**config.mk**
```make
export PLATFORM = sky130hd
export DESIGN_NAME = sg_gated_pipe
export DESIGN_NICKNAME = d
export VERILOG_FILES = /design/src/rtl/sg_pkg.sv /design/src/rtl/sg_en_reg.sv /design/src/rtl/sg_skip_cnt.sv /design/src/rtl/sg_ref_pipe.sv /design/src/rtl/sg_gated_pipe.sv
export SDC_FILE = /design/constraint.sdc
export NUM_CORES = 1
export LEC_CHECK = 0
export ABC_AREA = 1
export BUFFER_PORTS_ARGS = -buffer_cell sky130_fd_sc_hd__buf_2
export CAP_MARGIN = 25
export CORE_MARGIN = 1.5
export CORE_UTILIZATION = 50
export DETAILED_ROUTE_END_ITERATION = 6
export PLACE_DENSITY_LB_ADDON = 0.25
export SYNTH_ARGS = -nofsm -noshare
export SYNTH_HDL_FRONTEND = slang
export SYNTH_SLANG_ARGS = --single-unit
```
**constraint.sdc**
```tcl
create_clock -name clk -period 2.2 [get_ports clk]
set_input_delay 0.44 -clock clk [delete_from_list [all_inputs] [get_ports clk]]
set_output_delay 0.44 -clock clk [all_outputs]
set_load 0.005 [all_outputs]
```
**src/rtl/sg_pkg.sv**
```systemverilog
package sg_pkg;

  // Position of each gated register along the pipeline.
  typedef enum logic [1:0] {
    ST_ONE = 2'd0,
    ST_TWO = 2'd1,
    ST_OUT = 2'd2
  } stage_e;

  localparam int N_GATED = 3;

  // First compute stage: offset by a constant.
  function automatic logic [63:0] offset_step(logic [63:0] x, logic [63:0] k);
    return x + k;
  endfunction

  // Second compute stage: scale by a constant.
  function automatic logic [63:0] scale_step(logic [63:0] x, logic [63:0] k);
    return x * k;
  endfunction

endpackage

```
**src/rtl/sg_en_reg.sv**
```systemverilog
module sg_en_reg #(
  parameter int W       = 8,
  parameter bit HAS_RST = 1'b1
) (
  input  logic         clk,
  input  logic         rst,
  input  logic         en,
  input  logic [W-1:0] d,
  output logic [W-1:0] q
);

  // A register with a clock-enable term; reset is optional per instance.
  always_ff @(posedge clk) begin
    if (HAS_RST && rst) begin
      q <= '0;
    end else if (en) begin
      q <= d;
    end
  end

endmodule

```
**src/rtl/sg_skip_cnt.sv**
```systemverilog
module sg_skip_cnt #(
  parameter int CNT_W = 16
) (
  input  logic             clk,
  input  logic             rst,
  input  logic             skip,
  output logic [CNT_W-1:0] cnt
);

  localparam logic [CNT_W-1:0] CNT_MAX = '1;

  logic at_max;
  assign at_max = (cnt == CNT_MAX);

  always_ff @(posedge clk) begin
    if (rst) begin
      cnt <= '0;
    end else if (skip && !at_max) begin
      cnt <= cnt + 1'b1;
    end
  end

endmodule

```
**src/rtl/sg_ref_pipe.sv**
```systemverilog
module sg_ref_pipe #(
  parameter int DATA_W = 8,
  parameter int ADD_K  = 37,
  parameter int MUL_K  = 5,
  parameter int MUL_W  = 4
) (
  input  logic                        clk,
  input  logic                        rst,
  input  logic                        in_vld,
  input  logic [DATA_W-1:0]           in_data,
  output logic [DATA_W+MUL_W:0]       ref_dout,
  output logic                        ref_vld
);

  localparam int D1_W  = DATA_W + 1;
  localparam int OUT_W = D1_W + MUL_W;

  logic [D1_W-1:0]  r_d1;
  logic [OUT_W-1:0] r_d2;
  logic             r_v1;
  logic             r_v2;

  // Both stages recompute every cycle; only the output has a hold path.
  always_ff @(posedge clk) begin
    r_d1 <= D1_W'(sg_pkg::offset_step(64'(in_data), 64'(ADD_K)));
    r_d2 <= OUT_W'(sg_pkg::scale_step(64'(r_d1), 64'(MUL_K)));
  end

  always_ff @(posedge clk) begin
    if (rst) begin
      r_v1     <= 1'b0;
      r_v2     <= 1'b0;
      ref_vld  <= 1'b0;
      ref_dout <= '0;
    end else begin
      r_v1     <= in_vld;
      r_v2     <= r_v1;
      ref_vld  <= r_v2;
      ref_dout <= r_v2 ? r_d2 : ref_dout;
    end
  end

endmodule

```
**src/rtl/sg_gated_pipe.sv**
```systemverilog
module sg_gated_pipe #(
  parameter int DATA_W = 8,
  parameter int ADD_K  = 37,
  parameter int MUL_K  = 5,
  parameter int MUL_W  = 4,
  parameter int CNT_W  = 16
) (
  input  logic                  clk,
  input  logic                  rst,
  input  logic                  in_vld,
  input  logic [DATA_W-1:0]     in_data,
  output logic [DATA_W+MUL_W:0] dout,
  output logic                  out_vld,
  output logic [DATA_W+MUL_W:0] ref_dout,
  output logic                  ref_vld,
  output logic [CNT_W-1:0]      skip_cnt_1,
  output logic [CNT_W-1:0]      skip_cnt_2,
  output logic [CNT_W-1:0]      skip_cnt_o
);

  import sg_pkg::*;

  localparam int D1_W  = DATA_W + 1;
  localparam int OUT_W = D1_W + MUL_W;

  // Valid token chain: stage-one valid, final-stage valid, output valid.
  logic [2:0] vchain_d;
  logic [2:0] vchain_q;
  logic       vld_1;
  logic       vld_2;

  assign vchain_d = {vchain_q[1], vchain_q[0], in_vld};
  assign vld_1    = vchain_q[0];
  assign vld_2    = vchain_q[1];
  assign out_vld  = vchain_q[2];

  for (genvar g = 0; g < 3; g++) begin : g_vchain
    sg_en_reg #(.W(1), .HAS_RST(1'b1)) u_v (
      .clk (clk),
      .rst (rst),
      .en  (1'b1),
      .d   (vchain_d[g]),
      .q   (vchain_q[g])
    );
  end

  // Load enables. The output hold condition is the final-stage valid.
  // Shifted back one cycle it is vld_1 (its source register); shifted back
  // two cycles it is the input strobe itself.
  logic [N_GATED-1:0] load;
  logic               load_1;
  logic               load_2;
  logic               load_o;

  assign load_o = vld_2;
  assign load_2 = vld_1;
  assign load_1 = in_vld;

  assign load[ST_ONE] = load_1;
  assign load[ST_TWO] = load_2;
  assign load[ST_OUT] = load_o;

  // Stage computations.
  logic [D1_W-1:0]  s1_next;
  logic [D1_W-1:0]  d_1;
  logic [OUT_W-1:0] s2_next;
  logic [OUT_W-1:0] d_2;

  assign s1_next = D1_W'(offset_step(64'(in_data), 64'(ADD_K)));
  assign s2_next = OUT_W'(scale_step(64'(d_1), 64'(MUL_K)));

  sg_en_reg #(.W(D1_W), .HAS_RST(1'b0)) u_d1 (
    .clk (clk),
    .rst (rst),
    .en  (load_1),
    .d   (s1_next),
    .q   (d_1)
  );

  sg_en_reg #(.W(OUT_W), .HAS_RST(1'b0)) u_d2 (
    .clk (clk),
    .rst (rst),
    .en  (load_2),
    .d   (d_2_src(s2_next)),
    .q   (d_2)
  );

  sg_en_reg #(.W(OUT_W), .HAS_RST(1'b1)) u_dout (
    .clk (clk),
    .rst (rst),
    .en  (load_o),
    .d   (d_2),
    .q   (dout)
  );

  function automatic logic [OUT_W-1:0] d_2_src(logic [OUT_W-1:0] v);
    return v;
  endfunction

  // Suppressed-load counters, one per gated register.
  logic [N_GATED-1:0]            skip_ev;
  logic [N_GATED-1:0][CNT_W-1:0] skip_cnt;

  for (genvar s = 0; s < N_GATED; s++) begin : g_skip
    assign skip_ev[s] = !load[s];
    sg_skip_cnt #(.CNT_W(CNT_W)) u_cnt (
      .clk  (clk),
      .rst  (rst),
      .skip (skip_ev[s]),
      .cnt  (skip_cnt[s])
    );
  end

  assign skip_cnt_1 = skip_cnt[ST_ONE];
  assign skip_cnt_2 = skip_cnt[ST_TWO];
  assign skip_cnt_o = skip_cnt[ST_OUT];

  // Ungated reference copy for equivalence comparison.
  sg_ref_pipe #(
    .DATA_W (DATA_W),
    .ADD_K  (ADD_K),
    .MUL_K  (MUL_K),
    .MUL_W  (MUL_W)
  ) u_ref (
    .clk      (clk),
    .rst      (rst),
    .in_vld   (in_vld),
    .in_data  (in_data),
    .ref_dout (ref_dout),
    .ref_vld  (ref_vld)
  );

endmodule

```
==> flow_summary.json, run 1 <==
{
  "post-place-ws_ns": 0.0932,
  "fin_ws_ns": 0.157,
  "end_kind": "flip-flop",
  "grt_overflow_total": 0,
  "fin_setup_tns_ns": 0,
  "die_w_um": 108,
  "diodes": 0,
  "whs_path_depth": 2,
  "path_max_fanout": 2,
  "viasPerCell": 5.03,
  "cts_htree_levels": 4,
  "die_y_um": 108,
  "yosysMostFrequentCell": "nor2_1",
  "synth_top_flop_cell": "dfxtp_1",
  "reg2reg_depth": 9,
  "ys_seq_area_share_pct": 46.3,
  "ys_ff_latch": 117,
  "path_clk_slew_ns": 0.06,
  "finalWirelength_um": 11700,
  "synth_cell_types": 31,
  "rrSetupSlack_ns": 0.16,
  "cts_resized": 0,
  "min-delay-start": "in_data[0]",
  "synth-async-reset-ratio_pct": 0,
  "start_util_pct": 51.1,
  "maxCapViolCount": 0,
  "rows": 38,
  "cts_tree": "built",
  "grt_pass1_vias": 4297,
  "worstPathArrival_ns": 2.33,
  "crit_buf_inv": 0,
  "wl_per_cell_um": 12.4,
  "timing.rr.end": "u_d2.q[11]",
  "grt_use_total_pct": 21.4,
  "postCtsSetupBuffers": 0,
  "final_util_pct": 61.3,
  "fp.dieArea_sq_um": 11700,
  "clk-insertion-delay-late_ns": 0.53,
  "slowest_delay_ns": 0.41,
  "route.detailed.drc": 0,
  "filler_cell_count": 942,
  "hp-class": "input port to flip-flop",
  "drv_slew": 0,
  "cts_root_buf": "clkbuf_8",
  "grt_pass1_wl_um": 19400,
  "cp.depth": 9,
  "cp_cell_sequence": "ha_1 > ha_1 > fa_2 > nand3_1 > nand2_1 > nand2_1 > nand2_1 > a21oi_1 > nor2_1",
  "crit_slowest_cell": "edfxtp_1",
  "antenna_found_initial": 0,
  "powerDensity_nw_per_um2": 885,
  "design.core.area_sq_um": 10800,
  "dp_hpwl_um": 8440,
  "synth_area_per_cell_sq_um": 7.87,
  "drive_gt1_share_pct": 17.3,
  "drt_iter0_markers": 338,
  "fin_crit_ns": 2.04,
  "critical_path.top_delay_family": "adder cells",
  "postRouteAntennaNets": 0,
  "cts_made_buffers": 17,
  "worst_path_most_repeated_cell": "nand2_1",
  "ys_top_cells_by_area": "dfxtp_1, nor2_1, edfxtp_1",
  "dr.pass1.iters": 6,
  "final_nets": 835,
  "rsz0062_at_grt": "false",
  "io_pins": 87,
  "synth_cells": 700,
  "portBuffers": 84,
  "total_leakage_power_uw": 0.00309,
  "startpoint_type": "flip-flop",
  "status": "complete, no violations",
  "worstPathRequired_ns": 2.49,
  "timing.fmax_mhz": 489,
  "hold_viol": 0,
  "synth_top_area_share_pct": 34.9,
  "areaGrowthSynthToFinish_pct": 20.1,
  "final-setup-viol-count": 0,
  "finalCritPeriodShare_pct": 92.9,
  "synth_edf_count": 21,
  "synth_common_cells": "nor2_1, nand2_1, dfxtp_1, nand3_1, a21oi_1",
  "peakVddDrop_v": 0.000544,
  "hold_buffers": 0,
  "grt_max_degree": 40,
  "synth_top_area_cell": "dfxtp_1",
  "synth_area_sq_um": 5510,
  "vias": 4746,
  "reg2reg_from": "u_d1.q[3]",
  "cts.sinks": 117,
  "crit_type": "flip-flop to flip-flop",
  "ys.warnings.count": 0,
  "holdPathEnd": "u_ref.r_d1[0]",
  "finalWeightedCongestion": 0.835,
  "finClkSkew_ns": 0.00740,
  "cts_buffer_depth": 2
}
==> report_power, final <==
group	internal [uW]	leakage, uW	switching, uW
Combinational	264	0.00182	364
Clock	1730	0.000281	1030
Sequential	2390	0.000985	86.7
==> worst register-to-register path, cell delays in order (launching register included) <==
cell and delay (ns):
edfxtp_1 0.41, ha_1 0.30, ha_1 0.24, fa_2 0.36, nand3_1 0.10, nand2_1 0.08, nand2_1 0.07, nand2_1 0.07
a21oi_1 0.13, nor2_1 0.05
==> state kept, by name (all words and copies together) (netlist names) <==
name,flops
u_ref.r_v1,1
u_dout.q,12
u_ref.ref_dout,12
u_ref.r_d2,12
u_ref.r_v2,1
g_skip.u_cnt.cnt,48
u_ref.ref_vld,1
u_ref.r_d1,9
u_d2.q,12
u_d1.q,9
==> layout make-up <==
| class | instances | area (sq um) | share of cell area [%] |
|---|---|---|---|
| Multi-Input combinational cell | 519 | 2670 | 40.3 |
| Sequential cell | 117 | 2550 | 38.6 |
| Timing Repair Buffer | 90 | 465 | 7.03 |
| Clock buffer | 17 | 414 | 6.26 |
| Clock inverter | 15 | 179 | 2.70 |
| Tap cell | 140 | 175 | 2.65 |
| Inverter | 45 | 169 | 2.55 |
==> cells by family (layout without fill, tap and decap cells) <==
logic type | after synthesis | count (layout) | synth area share [%]
buf+inv | 65 | 167 | 5.43
flops | 117 | 117 | 46.3
fa+ha+maj | 34 | 34 | 7.99
other cells | 1 | 2 | 0.0681
simple gates | 388 | 388 | 30.0
compound gates | 78 | 78 | 7.47
xor+xnor | 17 | 17 | 2.70
==> per-layer routing <==
metal | GRT usage (%) | up-vias | wire [um]
met5 | 0 | - | 0
met4 | 9.21 | 0 | 197
met3 | 5.97 | 19 | 564
met2 | 34.6 | 111 | 5610
met1 | 27.0 | 2161 | 5310
li1 | - | 2455 | -
==> placed cells by master, fill, tap and decap left out, types with 3 or more instances in the layout <==
master	synthesis	final
nand4_1	5	5
a21oi_1	44	44
inv_1	43	43
bufinv_16	0	3
nand3_1	53	53
xnor2_1	3	3
nor2_2	3	3
nand3_2	3	3
ha_1	32	32
clkinvlp_4	0	4
buf_4	6	6
clkinv_2	0	3
dfxtp_1	96	96
a21o_1	4	4
inv_6	0	3
buf_2	2	84
nor2_4	6	6
edfxtp_1	21	21
xor2_1	14	14
nand2_1	140	140
nor3_1	3	3
o21ai_0	26	26
clkbuf_16	0	16
nor2_1	170	170
==> how the worst max path moves through the flow <==
stage               slack, ns       from          to
finish                   0.16  u_d1.q[3]  u_d2.q[11]
global route             0.05  u_d1.q[1]  u_d2.q[11]
CTS                      0.07  u_d1.q[3]  u_d2.q[11]
detailed placement       0.09  u_d1.q[3]  u_d2.q[11]
global placement         0.16  u_d1.q[1]  u_d2.q[11]
floorplan                0.25  u_d1.q[1]  u_d2.q[11]
==> through the flow <==
step | cells | cell area, sq um | total power, uW | hold WS, ns
2_1_floorplan | 701 | 5510 | 2940 | 0.337
3_3_place_gp | 911 | 6020 | 3100 | 0.346
3_5_place_dp | 911 | 6020 | 3140 | 0.358
4_1_cts | 943 | 6620 | 5920 | 0.111
5_1_grt | 943 | 6620 | 6110 | 0.128
6_report | 943 | 6620 | 5860 | 0.121
(Power assumes the default switching activity.)
==> run 2, diff against run 1 <==
Settings changed: RECOVER_POWER set to 100.
Clock period 2.2 ns to 2.6 ns, I/O delays scaled along.
==> flow_summary.json, run 2 (synthesis gave the netlist of run 1 again) <==
{
  "cts_buffer_depth": 2,
  "worstPathRequired_ns": 2.88,
  "filler_cell_count": 997,
  "wl_per_cell_um": 12.3,
  "share_comb_of_total_power_pct": 11.2,
  "relSlewSlack_pct": 37.3,
  "total_leakage_power_uw": 0.00292,
  "viasPerCell": 5.03,
  "die_w_um": 108,
  "finClkSkew_ns": 0.00765,
  "hold_viol": 0,
  "cts.sinks": 117,
  "power.share.switching_pct": 24.4,
  "grt_max_degree": 40,
  "clkPwrFrac_pct": 43.1,
  "postRouteAntennaNets": 0,
  "startpoint_type": "flip-flop",
  "drt_iter0_markers": 336,
  "peakVddDrop_v": 0.000518,
  "final_util_pct": 59.9,
  "largest_reg_flops": 48,
  "hp-class": "input port to flip-flop",
  "antenna_found_initial": 0,
  "design.core.area_sq_um": 10800,
  "cts_made_buffers": 17,
  "cts_tree": "built",
  "final_nets": 834,
  "powerDensity_nw_per_um2": 710,
  "path_max_fanout": 2,
  "maxCapViolCount": 0,
  "areaGrowthSynthToFinish_pct": 17.4,
  "drv_slew": 0,
  "dr.pass1.iters": 4,
  "diodes": 0,
  "p_switching_uw": 1120,
  "path_clk_slew_ns": 0.05,
  "postCtsSetupBuffers": 0,
  "drive_gt1_share_pct": 11.7,
  "cts_htree_levels": 4,
  "route.detailed.drc": 0,
  "vias": 4735,
  "intPower_uw": 3470,
  "final_cell_mix": "nor2_1, nand2_1, dfxtp_1",
  "die_y_um": 108,
  "multi_input_area_sq_um": 2660,
  "clk-insertion-delay-late_ns": 0.52,
  "fin_setup_tns_ns": 0,
  "hold_buffers": 0,
  "finalWeightedCongestion": 0.842,
  "worstPathArrival_ns": 2.36,
  "grt_pass1_vias": 4288,
  "finalWirelength_um": 11600,
  "cts_resized": 0,
  "end_kind": "flip-flop",
  "grt_overflow_total": 0,
  "start_util_pct": 51.1,
  "grt_pass1_wl_um": 19200,
  "regMostFlops": "g_skip.u_cnt.cnt",
  "crit_type": "flip-flop to flip-flop",
  "finalCritPeriodShare_pct": 80.0,
  "fp.dieArea_sq_um": 11700,
  "layout_commonest_cell": "nor2_1",
  "p_seq_share_pct": 45.7,
  "cts_root_buf": "clkbuf_8",
  "fin_crit_ns": 2.08,
  "timing.fmax_mhz": 481,
  "grt_use_total_pct": 21.0,
  "area.sequential_sq_um": 2550,
  "status": "complete, no violations",
  "tightest_slew_ns": 0.941,
  "io_pins": 87,
  "final-setup-viol-count": 0,
  "fin_total_pwr_uw": 4590,
  "rsz0062_at_grt": "false",
  "portBuffers": 84,
  "dp_hpwl_um": 8490,
  "rows": 38
}
-- run 2: power by group through the flow --
| stage | Clock (uW) | Combinational [uW] | Sequential [uW] |
|---|---|---|---|
| after floorplan | 0 | 375 | 2110 |
| after global routing | 2110 | 595 | 2110 |
| after detailed placement | 0 | 515 | 2130 |
| after global placement | 0 | 493 | 2130 |
| final | 1980 | 513 | 2100 |
| after CTS | 2020 | 520 | 2100 |
-- run 2: metal layers --
| layer | GRT usage [%] | vias up | part of all wire [%] |
|---|---|---|---|
| met3 | 5.30 | 17 | 4.3 |
| li1 | - | 2451 | - |
| met2 | 34.8 | 105 | 48 |
| met1 | 25.7 | 2162 | 46 |
| met5 | 0 | - | 0 |
| met4 | 9.87 | 0 | 1.7 |
-- run 2: cell type report --
type	instances	share of cell area, %
well taps	140	2.71
inverters	45	2.61
repair buffers	89	6.36
multi-input cells	519	41.0
clock inverters	5	0.387
clock buffers	27	7.45
flip-flops and latches	117	39.5
-- run 2: final timing paths --
kind / startpoint / endpoint / slack (ns) / depth (start not counted)
min reg2reg: u_ref.r_d1[1] / u_ref.r_d2[1] / 0.39 / 0
min: in_data[5] / u_ref.r_d1[5] / 0.23 / 2
max: u_d1.q[3] / u_d2.q[11] / 0.52 / 9
max reg2reg: u_d1.q[3] / u_d2.q[11] / 0.52 / 9
-- run 2: stage by stage --
step           hold WS, ns  setup WS [ns]  instances  cell area (sq um)
2_1_floorplan        0.337          0.647        701               5510
3_3_place_gp         0.372          0.557        910               6020
3_5_place_dp         0.382          0.525        910               6020
4_1_cts              0.190          0.523        942               6520
5_1_grt              0.217          0.388        942               6470
6_report             0.228          0.519        942               6470
-- run 2: critical path, stage by stage, from the launching register on --
cell and delay (ns):
edfxtp_1 0.40, ha_1 0.29, ha_1 0.23, fa_1 0.41
nand3_1 0.10, nand2_1 0.08, nand2_1 0.06, nand2_1 0.07
a21oi_1 0.14, nor2_1 0.05
